### src/rtl/dma_chain_pkg.sv
`timescale 1ns/1ps
package dma_chain_pkg;
  typedef enum logic [1:0] {
    OWN_BYTE  = 2'd0,
    OWN_BURST = 2'd1,
    OWN_BLOCK = 2'd2
  } own_mode_e;

  typedef enum logic [2:0] {
    S_IDLE,
    S_FETCH,
    S_CHK,
    S_RD,
    S_WR,
    S_DONE
  } seq_state_e;

  localparam int unsigned DESC_WORDS = 4;
endpackage

### src/rtl/dma_bus_owner.sv
`timescale 1ns/1ps
module dma_bus_owner
  import dma_chain_pkg::*;
#(
  parameter int unsigned BURST_LEN = 4
) (
  input  logic      clk,
  input  logic      rst_n,
  input  logic      job_active,
  input  logic      need_bus,
  input  logic      elem_done,
  input  own_mode_e mode,
  input  logic      bus_gnt,
  output logic      bus_req,
  output logic      granted
);
  localparam int unsigned BCW = $clog2(BURST_LEN + 1);
  localparam logic [BCW-1:0] BLAST = BCW'(BURST_LEN - 1);

  logic           req_q, req_d;
  logic           gap_q, gap_d;
  logic [BCW-1:0] cnt_q, cnt_d;
  logic           release_now;

  always_comb begin
    case (mode)
      OWN_BYTE:  release_now = elem_done;
      OWN_BURST: release_now = elem_done && (cnt_q == BLAST);
      default:   release_now = 1'b0;
    endcase
  end

  always_comb begin
    req_d = req_q;
    gap_d = gap_q;
    cnt_d = cnt_q;
    if (!job_active) begin
      req_d = 1'b0;
      gap_d = 1'b0;
      cnt_d = '0;
    end else if (req_q) begin
      if (release_now) begin
        req_d = 1'b0;
        gap_d = 1'b1;
        cnt_d = '0;
      end else if (elem_done && mode == OWN_BURST) begin
        cnt_d = cnt_q + BCW'(1);
      end
    end else if (gap_q) begin
      gap_d = 1'b0;
    end else if (need_bus) begin
      req_d = 1'b1;
    end
  end

  always_ff @(posedge clk or negedge rst_n) begin
    if (!rst_n) begin
      req_q <= 1'b0;
      gap_q <= 1'b0;
      cnt_q <= '0;
    end else begin
      req_q <= req_d;
      gap_q <= gap_d;
      cnt_q <= cnt_d;
    end
  end

  assign bus_req = req_q;
  assign granted = req_q & bus_gnt;

  AST_JOB_END_RELEASE: assert property (@(posedge clk) disable iff (!rst_n)
    (bus_req && !job_active) |=> !bus_req);
endmodule

### src/rtl/dma_chain_seq.sv
`timescale 1ns/1ps
module dma_chain_seq
  import dma_chain_pkg::*;
#(
  parameter int unsigned AW = 32,
  parameter int unsigned DW = 32,
  parameter int unsigned CW = 16
) (
  input  logic          clk,
  input  logic          rst_n,
  input  logic          cfg_start,
  input  logic          cfg_chain,
  input  logic [1:0]    cfg_mode,
  input  logic          cfg_demand,
  input  logic [AW-1:0] cfg_src,
  input  logic [AW-1:0] cfg_dst,
  input  logic [CW-1:0] cfg_size,
  input  logic [AW-1:0] cfg_desc_ptr,
  input  logic          pace_req,
  input  logic          granted,
  input  logic [DW-1:0] mem_rdata,
  output logic [AW-1:0] mem_addr,
  output logic [DW-1:0] mem_wdata,
  output logic          mem_cs_n,
  output logic          mem_rd_n,
  output logic          mem_wr_n,
  output logic          need_bus,
  output logic          job_active,
  output logic          elem_done,
  output own_mode_e     mode_o,
  output logic          busy,
  output logic          irq
);
  localparam logic [AW-1:0] STEP     = AW'(DW / 8);
  localparam int unsigned   FIW      = $clog2(DESC_WORDS) + 1;
  localparam logic [FIW-1:0] FIDX_END = FIW'(DESC_WORDS);

  seq_state_e     state_q, state_d;
  logic [AW-1:0]  src_q, src_d, dst_q, dst_d, ptr_q, ptr_d, next_q, next_d;
  logic [CW-1:0]  cnt_q, cnt_d;
  logic [FIW-1:0] fidx_q, fidx_d, slot;
  logic           pend_q, pend_d;
  logic [1:0]     mode_q, mode_d;
  logic           demand_q, demand_d, chain_q, chain_d;
  logic           rd_s, wr_s, chain_more;

  assign chain_more = chain_q && (next_q != '0);
  assign slot       = fidx_q - FIW'(1);

  always_comb begin
    state_d  = state_q;
    src_d    = src_q;
    dst_d    = dst_q;
    ptr_d    = ptr_q;
    next_d   = next_q;
    cnt_d    = cnt_q;
    fidx_d   = fidx_q;
    pend_d   = pend_q;
    mode_d   = mode_q;
    demand_d = demand_q;
    chain_d  = chain_q;
    rd_s      = 1'b0;
    wr_s      = 1'b0;
    elem_done = 1'b0;
    irq       = 1'b0;
    mem_addr  = src_q;
    case (state_q)
      S_IDLE: begin
        if (cfg_start) begin
          mode_d   = cfg_mode;
          demand_d = cfg_demand;
          chain_d  = cfg_chain;
          if (cfg_chain) begin
            ptr_d   = cfg_desc_ptr;
            fidx_d  = '0;
            pend_d  = 1'b0;
            state_d = S_FETCH;
          end else begin
            src_d   = cfg_src;
            dst_d   = cfg_dst;
            cnt_d   = cfg_size;
            next_d  = '0;
            state_d = S_CHK;
          end
        end
      end
      S_FETCH: begin
        mem_addr = ptr_q + (AW'(fidx_q) * STEP);
        rd_s     = granted && (fidx_q < FIDX_END);
        if (pend_q) begin
          case (slot)
            FIW'(0): cnt_d  = mem_rdata[CW-1:0];
            FIW'(1): src_d  = AW'(mem_rdata);
            FIW'(2): dst_d  = AW'(mem_rdata);
            default: next_d = AW'(mem_rdata);
          endcase
        end
        pend_d = rd_s;
        if (rd_s) fidx_d = fidx_q + FIW'(1);
        if (pend_q && fidx_q == FIDX_END) state_d = S_CHK;
      end
      S_CHK: begin
        if (cnt_q == '0) begin
          if (chain_more) begin
            ptr_d   = next_q;
            fidx_d  = '0;
            pend_d  = 1'b0;
            state_d = S_FETCH;
          end else begin
            state_d = S_DONE;
          end
        end else begin
          state_d = S_RD;
        end
      end
      S_RD: begin
        mem_addr = src_q;
        rd_s     = granted && (!demand_q || pace_req);
        if (rd_s) state_d = S_WR;
      end
      S_WR: begin
        mem_addr  = dst_q;
        wr_s      = 1'b1;
        elem_done = 1'b1;
        src_d     = src_q + STEP;
        dst_d     = dst_q + STEP;
        cnt_d     = cnt_q - CW'(1);
        if (cnt_q == CW'(1)) begin
          if (chain_more) begin
            ptr_d   = next_q;
            fidx_d  = '0;
            pend_d  = 1'b0;
            state_d = S_FETCH;
          end else begin
            state_d = S_DONE;
          end
        end else begin
          state_d = S_RD;
        end
      end
      S_DONE: begin
        irq     = 1'b1;
        state_d = S_IDLE;
      end
      default: state_d = S_IDLE;
    endcase
  end

  always_ff @(posedge clk or negedge rst_n) begin
    if (!rst_n) begin
      state_q  <= S_IDLE;
      src_q    <= '0;
      dst_q    <= '0;
      ptr_q    <= '0;
      next_q   <= '0;
      cnt_q    <= '0;
      fidx_q   <= '0;
      pend_q   <= 1'b0;
      mode_q   <= 2'd0;
      demand_q <= 1'b0;
      chain_q  <= 1'b0;
    end else begin
      state_q  <= state_d;
      src_q    <= src_d;
      dst_q    <= dst_d;
      ptr_q    <= ptr_d;
      next_q   <= next_d;
      cnt_q    <= cnt_d;
      fidx_q   <= fidx_d;
      pend_q   <= pend_d;
      mode_q   <= mode_d;
      demand_q <= demand_d;
      chain_q  <= chain_d;
    end
  end

  always_comb begin
    case (state_q)
      S_FETCH: need_bus = (fidx_q < FIDX_END);
      S_RD:    need_bus = !demand_q || pace_req;
      S_WR:    need_bus = 1'b1;
      default: need_bus = 1'b0;
    endcase
  end

  assign job_active = (state_q == S_FETCH) || (state_q == S_CHK) ||
                      (state_q == S_RD) || (state_q == S_WR);
  assign busy      = (state_q != S_IDLE);
  assign mem_rd_n  = !rd_s;
  assign mem_wr_n  = !wr_s;
  assign mem_cs_n  = !(rd_s || wr_s);
  assign mem_wdata = mem_rdata;
  assign mode_o    = own_mode_e'(mode_q);

  AST_PACE_GATE: assert property (@(posedge clk) disable iff (!rst_n)
    (state_q == S_RD && !mem_rd_n && demand_q) |-> pace_req);
  AST_ZERO_NO_ACCESS: assert property (@(posedge clk) disable iff (!rst_n)
    (state_q == S_CHK && cnt_q == '0 && !chain_q) |=> (irq && mem_cs_n));
  AST_WRITE_FOLLOWS_READ: assert property (@(posedge clk) disable iff (!rst_n)
    (!mem_wr_n) |-> $past(state_q == S_RD && !mem_rd_n));
endmodule

### src/rtl/dma_chain_ctrl.sv
`timescale 1ns/1ps
module dma_chain_ctrl
  import dma_chain_pkg::*;
#(
  parameter int unsigned AW        = 32,
  parameter int unsigned DW        = 32,
  parameter int unsigned CW        = 16,
  parameter int unsigned BURST_LEN = 4
) (
  input  logic          clk,
  input  logic          rst_n,
  input  logic          cfg_start,
  input  logic          cfg_chain,
  input  logic [1:0]    cfg_mode,
  input  logic          cfg_demand,
  input  logic [AW-1:0] cfg_src,
  input  logic [AW-1:0] cfg_dst,
  input  logic [CW-1:0] cfg_size,
  input  logic [AW-1:0] cfg_desc_ptr,
  input  logic          pace_req,
  output logic          bus_req,
  input  logic          bus_gnt,
  output logic [AW-1:0] mem_addr,
  output logic [DW-1:0] mem_wdata,
  input  logic [DW-1:0] mem_rdata,
  output logic          mem_cs_n,
  output logic          mem_rd_n,
  output logic          mem_wr_n,
  output logic          busy,
  output logic          irq
);
  logic [1:0] rst_sync_q;
  logic       rst_i_n;
  logic       granted, need_bus, job_active, elem_done;
  own_mode_e  mode_cur;

  always_ff @(posedge clk or negedge rst_n) begin
    if (!rst_n) rst_sync_q <= 2'b00;
    else        rst_sync_q <= {rst_sync_q[0], 1'b1};
  end
  assign rst_i_n = rst_sync_q[1];

  dma_chain_seq #(.AW(AW), .DW(DW), .CW(CW)) u_seq (
    .clk          (clk),
    .rst_n        (rst_i_n),
    .cfg_start    (cfg_start),
    .cfg_chain    (cfg_chain),
    .cfg_mode     (cfg_mode),
    .cfg_demand   (cfg_demand),
    .cfg_src      (cfg_src),
    .cfg_dst      (cfg_dst),
    .cfg_size     (cfg_size),
    .cfg_desc_ptr (cfg_desc_ptr),
    .pace_req     (pace_req),
    .granted      (granted),
    .mem_rdata    (mem_rdata),
    .mem_addr     (mem_addr),
    .mem_wdata    (mem_wdata),
    .mem_cs_n     (mem_cs_n),
    .mem_rd_n     (mem_rd_n),
    .mem_wr_n     (mem_wr_n),
    .need_bus     (need_bus),
    .job_active   (job_active),
    .elem_done    (elem_done),
    .mode_o       (mode_cur),
    .busy         (busy),
    .irq          (irq)
  );

  dma_bus_owner #(.BURST_LEN(BURST_LEN)) u_own (
    .clk        (clk),
    .rst_n      (rst_i_n),
    .job_active (job_active),
    .need_bus   (need_bus),
    .elem_done  (elem_done),
    .mode       (mode_cur),
    .bus_gnt    (bus_gnt),
    .bus_req    (bus_req),
    .granted    (granted)
  );

  AST_BUS_OWNED: assert property (@(posedge clk) disable iff (!rst_i_n)
    (!mem_cs_n) |-> (bus_req && bus_gnt));
  AST_ONE_STROBE: assert property (@(posedge clk) disable iff (!rst_i_n)
    !(!mem_rd_n && !mem_wr_n) && (mem_cs_n == (mem_rd_n && mem_wr_n)));
  AST_BYTE_RELEASE: assert property (@(posedge clk) disable iff (!rst_i_n)
    (mode_cur == OWN_BYTE && !mem_wr_n) |=> !bus_req);
  AST_REQ_GAP: assert property (@(posedge clk) disable iff (!rst_i_n)
    $fell(bus_req) |=> !bus_req);
  AST_BLOCK_HOLD: assert property (@(posedge clk) disable iff (!rst_i_n)
    (mode_cur == OWN_BLOCK && $fell(bus_req)) |-> !busy);
  AST_IRQ_PULSE: assert property (@(posedge clk) disable iff (!rst_i_n)
    irq |=> !irq);
endmodule

### config.mk
export PLATFORM = sky130hd
export DESIGN_NAME = dma_chain_ctrl
export DESIGN_NICKNAME = d
export VERILOG_FILES = /design/src/rtl/dma_chain_pkg.sv /design/src/rtl/dma_bus_owner.sv /design/src/rtl/dma_chain_seq.sv /design/src/rtl/dma_chain_ctrl.sv
export SDC_FILE = /design/constraint.sdc
export NUM_CORES = 1
export LEC_CHECK = 0
export ABC_AREA = 1
export BUFFER_PORTS_ARGS = -buffer_cell sky130_fd_sc_hd__buf_2
export CORE_MARGIN = 10
export CORE_UTILIZATION = 45
export CTS_CLUSTER_DIAMETER = 200
export DETAILED_ROUTE_END_ITERATION = 16
export PLACE_DENSITY_LB_ADDON = 0.25
export SYNTH_ARGS = -nofsm -noshare
export SYNTH_HDL_FRONTEND = slang
export SYNTH_HIERARCHICAL = 1
export SYNTH_SLANG_ARGS = --single-unit
### constraint.sdc
create_clock -name clk -period 6.87 [get_ports clk]
set_clock_uncertainty 0.2 [all_clocks]
set_input_delay 2.061 -clock clk [delete_from_list [all_inputs] [get_ports clk]]
set_output_delay 2.061 -clock clk [all_outputs]
set_load 0.005 [all_outputs]
# Word-level counts from Yosys, hierarchy flattened
# Cells that the tools add are included.
classes:
  add_sub_neg: 7
  multipliers: 0
  div_mod_pow: 0
  n_lt_le_gt_ge: 1
  eq_ne: 27
  shifts: 0
  mux: 65
  bitwise_logic: 1
  reduce_logical: 36
op_table:
  columns: ["cell", "count"]
  rows:
  - ["$mux W32", 17]
  - ["$pmux W32 S3", 3]
  - ["$pmux W32 S2", 2]
  - ["$add A32 B3 Y32 const B", 2]
  - ["$mux W16", 4]
  - ["$mux W3", 16]
  - ["$pmux W16 S3", 1]
  - ["$add A32 B5 Y32", 1]
  - ["$reduce_bool A32 Y1", 1]
  - ["$reduce_and A5 Y1", 6]
  - ["$eq A16 B1 Y1 const B", 1]
  - ["$logic_not A16 Y1", 1]
  - ["$ne A2 B2 Y1 const B", 8]
  - ["$sub A16 B1 Y16 const B", 1]
  - ["$mux W1", 15]
  - ["$pmux W3 S5", 1]
  - ["$eq A3 B2 Y1 const B", 4]
  - ["$ne A2 B1 Y1 const B", 6]
  - ["$pmux W3 S4", 1]
  - ["$eq A3 B3 Y1 const B", 3]
  - ["$reduce_bool A3 Y1", 3]
  - ["$add A3 B1 Y3 const B", 2]
  - ["$eq A3 B1 Y1 const B", 2]
  - ["$logic_and A1 B1 Y1", 6]
  - ["other kinds (19)", 30]
totals:
  register_bits: 162
  latchBits: 0
  ram_bits: 0
  mem_bits_ro: 0
  in_bits: 153
  word_cells: 152
  mem_count: 0

# Logic depth before layout (Yosys ltp)
# Gate-level depths: netlist of the first run.
logic_depth:
  word_depth: 7
  depth_mapped: 14
  mapped_depth_nobuf: 14

# Cells and area by module
# The synthesis of the first run kept the hierarchy.
modules_own_cells:
  columns: ["module", "n_inst", "cells_per_inst", "area_each_um2"]
  rows:
  - ["dma_chain_seq", 1, 1859, 11657.4]
  - ["dma_bus_owner", 1, 40, 294.0]
  - ["dma_chain_ctrl", 1, 3, 53.8]

# Worst setup path before layout of the first run
# No wires, ideal clock.
synth_path:
  path_kind: "in2out"
  start: "in pace_req"
  end: "out mem_cs_n"
  arrival_time_ns: 2.454
  required_ns: 4.609
  setup_slack_ns: 2.155
  path_stages: 3
  n_path_buf: 0
  path_cell_list: "o21ai_0 -> o21ai_0 -> a21oi_1"
synth_between:
  elab_chain_len: 5
synth_lines:
  columns: ["item", "line_no", "rtl"]
  rows:
  - ["start, declared", "dma_chain_ctrl.sv:20", "input logic pace_req,"]
  - ["$logic_or A1 B1 Y1", "dma_chain_seq.sv:118", "rd_s = granted && (!demand_q || pace_req);"]
  - ["$logic_and A1 B1 Y1", "dma_chain_seq.sv:118", null]
  - ["$pmux W1 S2", "dma_chain_seq.sv:67", "case (state_q)"]
  - ["$logic_or A1 B1 Y1", "dma_chain_seq.sv:191", "assign mem_cs_n = !(rd_s || wr_s);"]
  - ["$logic_not A1 Y1", "dma_chain_seq.sv:191", null]
  - ["end, declared", "dma_chain_ctrl.sv:26", "output logic mem_cs_n,"]
# Every way passes these cells.

# Final worst setup path of the first run
layout_path:
  start: "reg u_seq.state_q[0]"
  end: "out mem_addr[13]"
layout_between:
  elab_chain_len: 2
layout_lines:
  columns: ["item", "line_no", "rtl"]
  rows:
  - ["start, declared", "dma_chain_seq.sv:38", "seq_state_e state_q, state_d;"]
  - ["start signal, assigned", "dma_chain_seq.sv:163", "state_q <= state_d;"]
  - ["$eq A3 B3 Y1 or $eq A3 B1 Y1 (tied branches)", "dma_chain_seq.sv:67", null]
  - ["$pmux W32 S2 *", "dma_chain_seq.sv:67", null]
  - ["end, declared", "dma_chain_ctrl.sv:23", "output logic [AW-1:0] mem_addr,"]
# Every way passes the cells marked *; elsewhere a longest branch is shown, timed or not.

==> results.json, run 1 <==
{
  "ys_seq_area_frac": 0.3377,
  "synth.area.mux_share": 0.001876,
  "final_nets": 2215,
  "status": "finished clean",
  "die_h_um": 183.3,
  "clock_path_buffers": 2,
  "ir_worst_vdd_uv": 271.0,
  "grt.met2_usage": 0.4244,
  "syn_to_final_growth_pct": 12.43,
  "fmax_ghz": 0.1804,
  "hold_violations": 0,
  "crit_fanout": 38,
  "critPathLaunchType": "register",
  "syn-instance-count": 1902,
  "synth-seq-cells": 162,
  "wl_um": 46220,
  "power.density_nw_per_um2": 493.1,
  "cts_buffers": 17,
  "synthDistinctLibCells": 47,
  "die_area_sq_um": 33610,
  "end_kind": "output port",
  "synthXorXnorAreaFrac": 0.002918,
  "grt.busiest_layer": "met2",
  "setup_viol": 0,
  "synth_edf_count": 0,
  "die_x_um": 183.3,
  "vias": 13367,
  "dp_hpwl_um": 35340,
  "arrival_ps": 3280,
  "grt_usage": 0.2688,
  "overflow": 0,
  "worstMarginPinSlew_ps": 1080,
  "start_util": 0.4594,
  "async_flop_share": 1.000,
  "cp_data_required_time_ps": 4610,
  "ys.flop_type": "dfrtp_1",
  "clkTransAtPathRegs_ps": 80,
  "hold_slack_ps": 151.5,
  "clkSinkCount": 162,
  "synth_top_area_share": 0.3377,
  "insertion_delay_ps": 450,
  "hold_path.class": "register to async pin",
  "synth_top_family_by_area": "simple AND/OR/NAND/NOR gates",
  "synth_adder_area_share": 0.01730,
  "period_share": 0.8070,
  "crit_chain": "nor2_4 > nand2_4 > inv_2 > nor2_4 > inv_2 > o22ai_1 > a31o_2 > buf_2",
  "top_level_ports": 223,
  "h-tree-depth": 4,
  "cpPeakStageDelay_ps": 690,
  "relSlewSlack": 0.2777,
  "synthesis.area_sq_um": 12010,
  "rsz0062_at_grt": "false",
  "coreArea_sq_um": 26130,
  "hold_buffers": 0,
  "drtIter0Drc": 1580,
  "synth_area_leaders": "dfrtp_1, nand2_1, nand3_1",
  "synth.avg_cell_area_sq_um": 6.312,
  "min_period_ps": 5544,
  "critical_path_class": "register to output port",
  "crit_slowest_cell": "inv_2",
  "cts_setup_buffers": 0,
  "grt_pass1_vias": 12567,
  "cts_tree": "done",
  "dr.pass1.iters": 6,
  "rows": 59,
  "yosys.area.top_type": "dfrtp_1",
  "drc_errors": 0,
  "antenna_cells": 0,
  "wl_per_cell_um": 19.31,
  "antenna_left": 0,
  "vias_per_cell": 5.584,
  "final-seq-area_sq_um": 4058,
  "p_leak_uw": 0.006899,
  "tns_ps": 0,
  "final-max-slew-violation-count": 0,
  "yosys_warnings": 6,
  "antenna_found_initial": 0,
  "nFillCells": 2766,
  "synth-simple-area-share": 0.4256,
  "cts_root_buffer": "clkbuf_16",
  "port_buffers": 222,
  "path_buf_inv": 3,
  "use_met1": 0.3661,
  "grt_pass1_wl_um": 70620,
  "path_delay_family": "buffers and inverters",
  "syn_nets": 2071,
  "cap_violations": 0,
  "multiInputGateArea_sq_um": 6620,
  "reg2reg_setup_slack_ps": 2880,
  "synth_compound_area_frac": 0.1026,
  "cts_resized": 0,
  "drive_above_1_share": 0.1472,
  "place.gp.congestion": 0.9700,
  "grt.met3_usage": 0.05277,
  "grt_max_degree": 84
}
worst paths after layout:
check / from / to / depth (start not counted)
max: u_seq/state_q[0] / mem_addr[13] / 8
min: rst_sync_q[1] / u_seq/cnt_q[4] / 0
max reg2reg: u_seq/state_q[0] / u_seq/ptr_q[30] / 10
min reg2reg: rst_sync_q[1] / u_seq/cnt_q[4] / 0
max in group asynchronous: rst_sync_q[1] / u_seq/ptr_q[17] / 1
min in group clk: rst_sync_q[0] / rst_sync_q[1] / 0
power breakdown:
group          internal, uW  total, uW  switching (uW)
combinational          1150       3830            2680
sequential             1390       1910             522
clock                   477        921             444
area by class of cell:
type | count | share of cell area
Tap cell | 335 | 0.03105
Clock buffer | 19 | 0.03281
Inverter | 185 | 0.05145
Sequential cell | 162 | 0.3006
Timing Repair Buffer | 229 | 0.08621
Multi-Input combinational cell | 1451 | 0.4905
Clock inverter | 13 | 0.007416
sequential cells by signal (all words and copies together), names as in the netlist, 2 cells and up:
register	count
u_seq/next_q	32
u_seq/cnt_q	16
u_own/cnt_q	3
u_seq/ptr_q	32
u_seq/src_q	32
u_seq/state_q	3
u_seq/mode_o	2
u_seq/dst_q	32
u_seq/fidx_q	3
rst_sync_q	2
cells by family (layout without fill, tap and decap cells):
logic type               Yosys count  in the layout
XOR/XNOR                           4              4
multiplexers                       2              2
AND/OR/NAND/NOR                 1209           1209
adder cells (fa/ha/maj)           16             16
flip-flops                       162            162
other                              1              1
AO/OA/AOI/OAI                    219            219
buffers and inverters            289            446
per-layer routing:
| layer | vias up | routed length, um |
|---|---|---|
| met2 | 583 | 20950 |
| li1 | 6382 | - |
| met5 | - | 0 |
| met4 | 0 | 1114 |
| met1 | 6331 | 20090 |
| met3 | 71 | 4063 |
through the flow:
step / setup WS (ps) / util / instances / area [sq um] / power (uW)
after floorplan: 1822 / - / 1902 / 12010 / 4497
after global placement: 1911 / 0.4957 / 2362 / 12950 / 5585
after detailed placement: 1880 / 0.4957 / 2362 / 12950 / 5661
after CTS: 1402 / 0.5165 / 2394 / 13500 / 6601
after global routing: 1121 / 0.5165 / 2394 / 13500 / 7204
final: 1326 / 0.5165 / 2394 / 13500 / 6656
worst register-to-register path, stage by stage, from the launching register on:
cell and delay, ps:
dfrtp_1 450, nor2_4 200, nand2_4 310, inv_2 720, buf_4 570, nand2_1 170
nand3_1 150, inv_2 270, nand2_2 660, nand2_1 140, nand2_1 100
synthesized netlist by cell type (8+ instances only):
cell type and number:
o21ai_0 106, o21ai_1 14, nand4_1 22, clkbuf_1 12, nand2_1 662, nand2_2 8
buf_4 43, or2_2 9, nor2_1 214, a21oi_1 45, inv_2 8, dfrtp_1 162
ha_1 15, nor3_1 29, o221ai_1 9, o211ai_1 11, buf_2 38, nand3_1 240
inv_1 177
layout by cell type (no fill, tap or decap), drive strengths merged, types with 11 or more instances in the layout:
cell type / instances
nand3: 245
o211ai: 11
nand2: 670
inv: 190
nand4: 22
a21oi: 46
nor2: 222
nor3: 29
buf: 229
dfrtp: 162
ha: 15
o21ai: 120
clkbuf: 19
(Power assumes the default switching activity.)
==> run 2, diff against run 1 <==
==> constraint.sdc (replaced) <==
create_clock -name clk -period 5.8 [get_ports clk]
set_clock_uncertainty 0.2 [all_clocks]
set_input_delay 1.74 -clock clk [delete_from_list [all_inputs] [get_ports clk]]
set_output_delay 1.74 -clock clk [all_outputs]
set_load 0.005 [all_outputs]
==> run 2 against run 1 <==
  * Flip-flop and latch count is the same
  * Sequential power is 17% higher
  * Global-route usage down 0.93 points
  * Largest power group unchanged
==> results.json, run 2 (synthesis gave the netlist of run 1 again) <==
{
  "status": "finished clean",
  "dp_hpwl_um": 33990,
  "vias_per_cell": 5.536,
  "ir_worst_vdd_uv": 365.0,
  "grt_pass1_vias": 12509,
  "cts_tree": "done",
  "critPathLaunchType": "register",
  "r2r_end": "u_seq/ptr_q[15]",
  "relSlewSlack": 0.2330,
  "antenna_found_initial": 0,
  "fmax_ghz": 0.1997,
  "place.gp.congestion": 0.9757,
  "overflow": 0,
  "syn_to_final_growth_pct": 12.92,
  "drtIter0Drc": 1392,
  "rr_worst_depth": 10,
  "critical_path_class": "register to output port",
  "period_share": 0.8632,
  "die_h_um": 183.3,
  "cp_common_cell": "nand2_1",
  "antenna_cells": 0,
  "grt_max_degree": 84,
  "preCtsSetupSlack_ps": 1272,
  "worstHoldEndpoint": "rst_sync_q[1]",
  "port_buffers": 222,
  "crit_slowest_cell": "dfrtp_1",
  "insertion_delay_ps": 430,
  "rsz0062_at_grt": "false",
  "drc_errors": 0,
  "start_util": 0.4594,
  "holdCritStartpoint": "rst_sync_q[0]",
  "rows": 59,
  "drive_above_1_share": 0.1476,
  "cts_resized": 0,
  "hold_path.class": "register to register",
  "wl_um": 44790,
  "top_level_ports": 223,
  "arrival_ps": 3070,
  "p_leak_uw": 0.006932,
  "grt.busiest_layer": "met2",
  "cpPeakStageDelay_ps": 470,
  "power.density_nw_per_um2": 587.9,
  "hold_buffers": 0,
  "finalWorstSetupSlack_ps": 793.4,
  "final_nets": 2215,
  "worstMarginPinSlew_ps": 1148,
  "reg2reg_setup_slack_ps": 1640,
  "cap_violations": 0,
  "wl_per_cell_um": 18.71,
  "clock_path_buffers": 2,
  "min_period_ps": 5007,
  "hold_violations": 0,
  "grt_usage": 0.2595,
  "vias": 13252,
  "die_area_sq_um": 33610,
  "cp_data_required_time_ps": 3860,
  "antenna_left": 0,
  "clkTransAtPathRegs_ps": 70,
  "dr.pass1.iters": 6,
  "use_met1": 0.3459,
  "cts_setup_buffers": 0,
  "hold_depth": 0,
  "die_x_um": 183.3,
  "layout_common_cells": "nand2_1, nand3_1, buf_2",
  "grt_pass1_wl_um": 68670,
  "path_buf_inv": 4,
  "setup_viol": 0,
  "tns_ps": 0,
  "path_delay_family": "simple AND/OR/NAND/NOR gates",
  "crit_chain": "ha_1 > inv_1 > fa_1 > inv_1 > nand2_1 > nand2_1 > nand2_1 > inv_1 > nand3_1 > nor2_1 > nand2_1 > nand2_1 > nand3_1 > nand3b_1 > buf_2",
  "r2r_start": "u_seq/state_q[2]",
  "h-tree-depth": 4,
  "clkSinkCount": 162,
  "final-max-slew-violation-count": 0,
  "nFillCells": 2739,
  "cts_buffers": 17,
  "coreArea_sq_um": 26130,
  "grt.met3_usage": 0.05771,
  "grt.met2_usage": 0.4061,
  "final_common_cell": "nand2_1",
  "cts_root_buffer": "clkbuf_16",
  "crit_fanout": 7,
  "end_kind": "output port"
}
run 2: worst max path at each step:
| stage | start | to | depth (start not counted) |
|---|---|---|---|
| 3_3_place_gp | u_seq/fidx_q[0] | mem_addr[28] | 15 |
| 6_report | u_seq/fidx_q[0] | mem_addr[28] | 15 |
| 3_5_place_dp | u_seq/fidx_q[0] | mem_addr[28] | 15 |
| 4_1_cts | u_seq/fidx_q[0] | mem_addr[28] | 15 |
| 5_1_grt | u_seq/fidx_q[0] | mem_addr[28] | 15 |
| 2_1_floorplan | rst_sync_q[1] | u_own/bus_req | 0 |
run 2: area by class of cell:
| cell class | instances | area, sq um | area share |
|---|---|---|---|
| clock buffers | 19 | 452.9 | 0.03341 |
| multi-input cells | 1451 | 6620 | 0.4883 |
| clock inverters | 13 | 148.9 | 0.01098 |
| flip-flops and latches | 162 | 4058 | 0.2993 |
| well taps | 335 | 419.2 | 0.03092 |
| inverters | 185 | 694.4 | 0.05122 |
| repair buffers | 229 | 1164 | 0.08583 |
run 2: where the power goes:
| group | switching [uW] | internal, uW | leakage (uW) | total (uW) |
|---|---|---|---|---|
| clock network | 517 | 666 | 0.000293 | 1180 |
| logic | 3180 | 1360 | 0.00464 | 4540 |
| registers | 603 | 1640 | 0.00200 | 2240 |
| total | 4300 | 3660 | 0.00693 | 7970 |
run 2: stage by stage:
step | hold WS (ps) | std cells | instance area (sq um) | total power [uW] | util
final | 151.7 | 2394 | 13560 | 7970 | 0.5188
after global routing | 158.7 | 2394 | 13560 | 8626 | 0.5188
after CTS | 156.0 | 2394 | 13560 | 7900 | 0.5188
after detailed placement | 140.3 | 2362 | 12950 | 6695 | 0.4957
after global placement | 138.6 | 2362 | 12950 | 6617 | 0.4957
after floorplan | 131.2 | 1902 | 12010 | 5327 | -
run 2: worst register-to-register path, stage by stage, from the launching register on:
cell	delay, ps
dfrtp_1	450
inv_2	160
nand2_2	80
nor2_1	190
inv_2	270
nand2_2	630
nand3_1	160
nand2_1	860
nand2_2	750
nand2_1	240
nand2_1	80
run 2: metal layers:
layer	wire length, um	part of all wire
met4	1326	0.030
met3	4428	0.099
met5	0	0
met1	18940	0.42
met2	20100	0.45
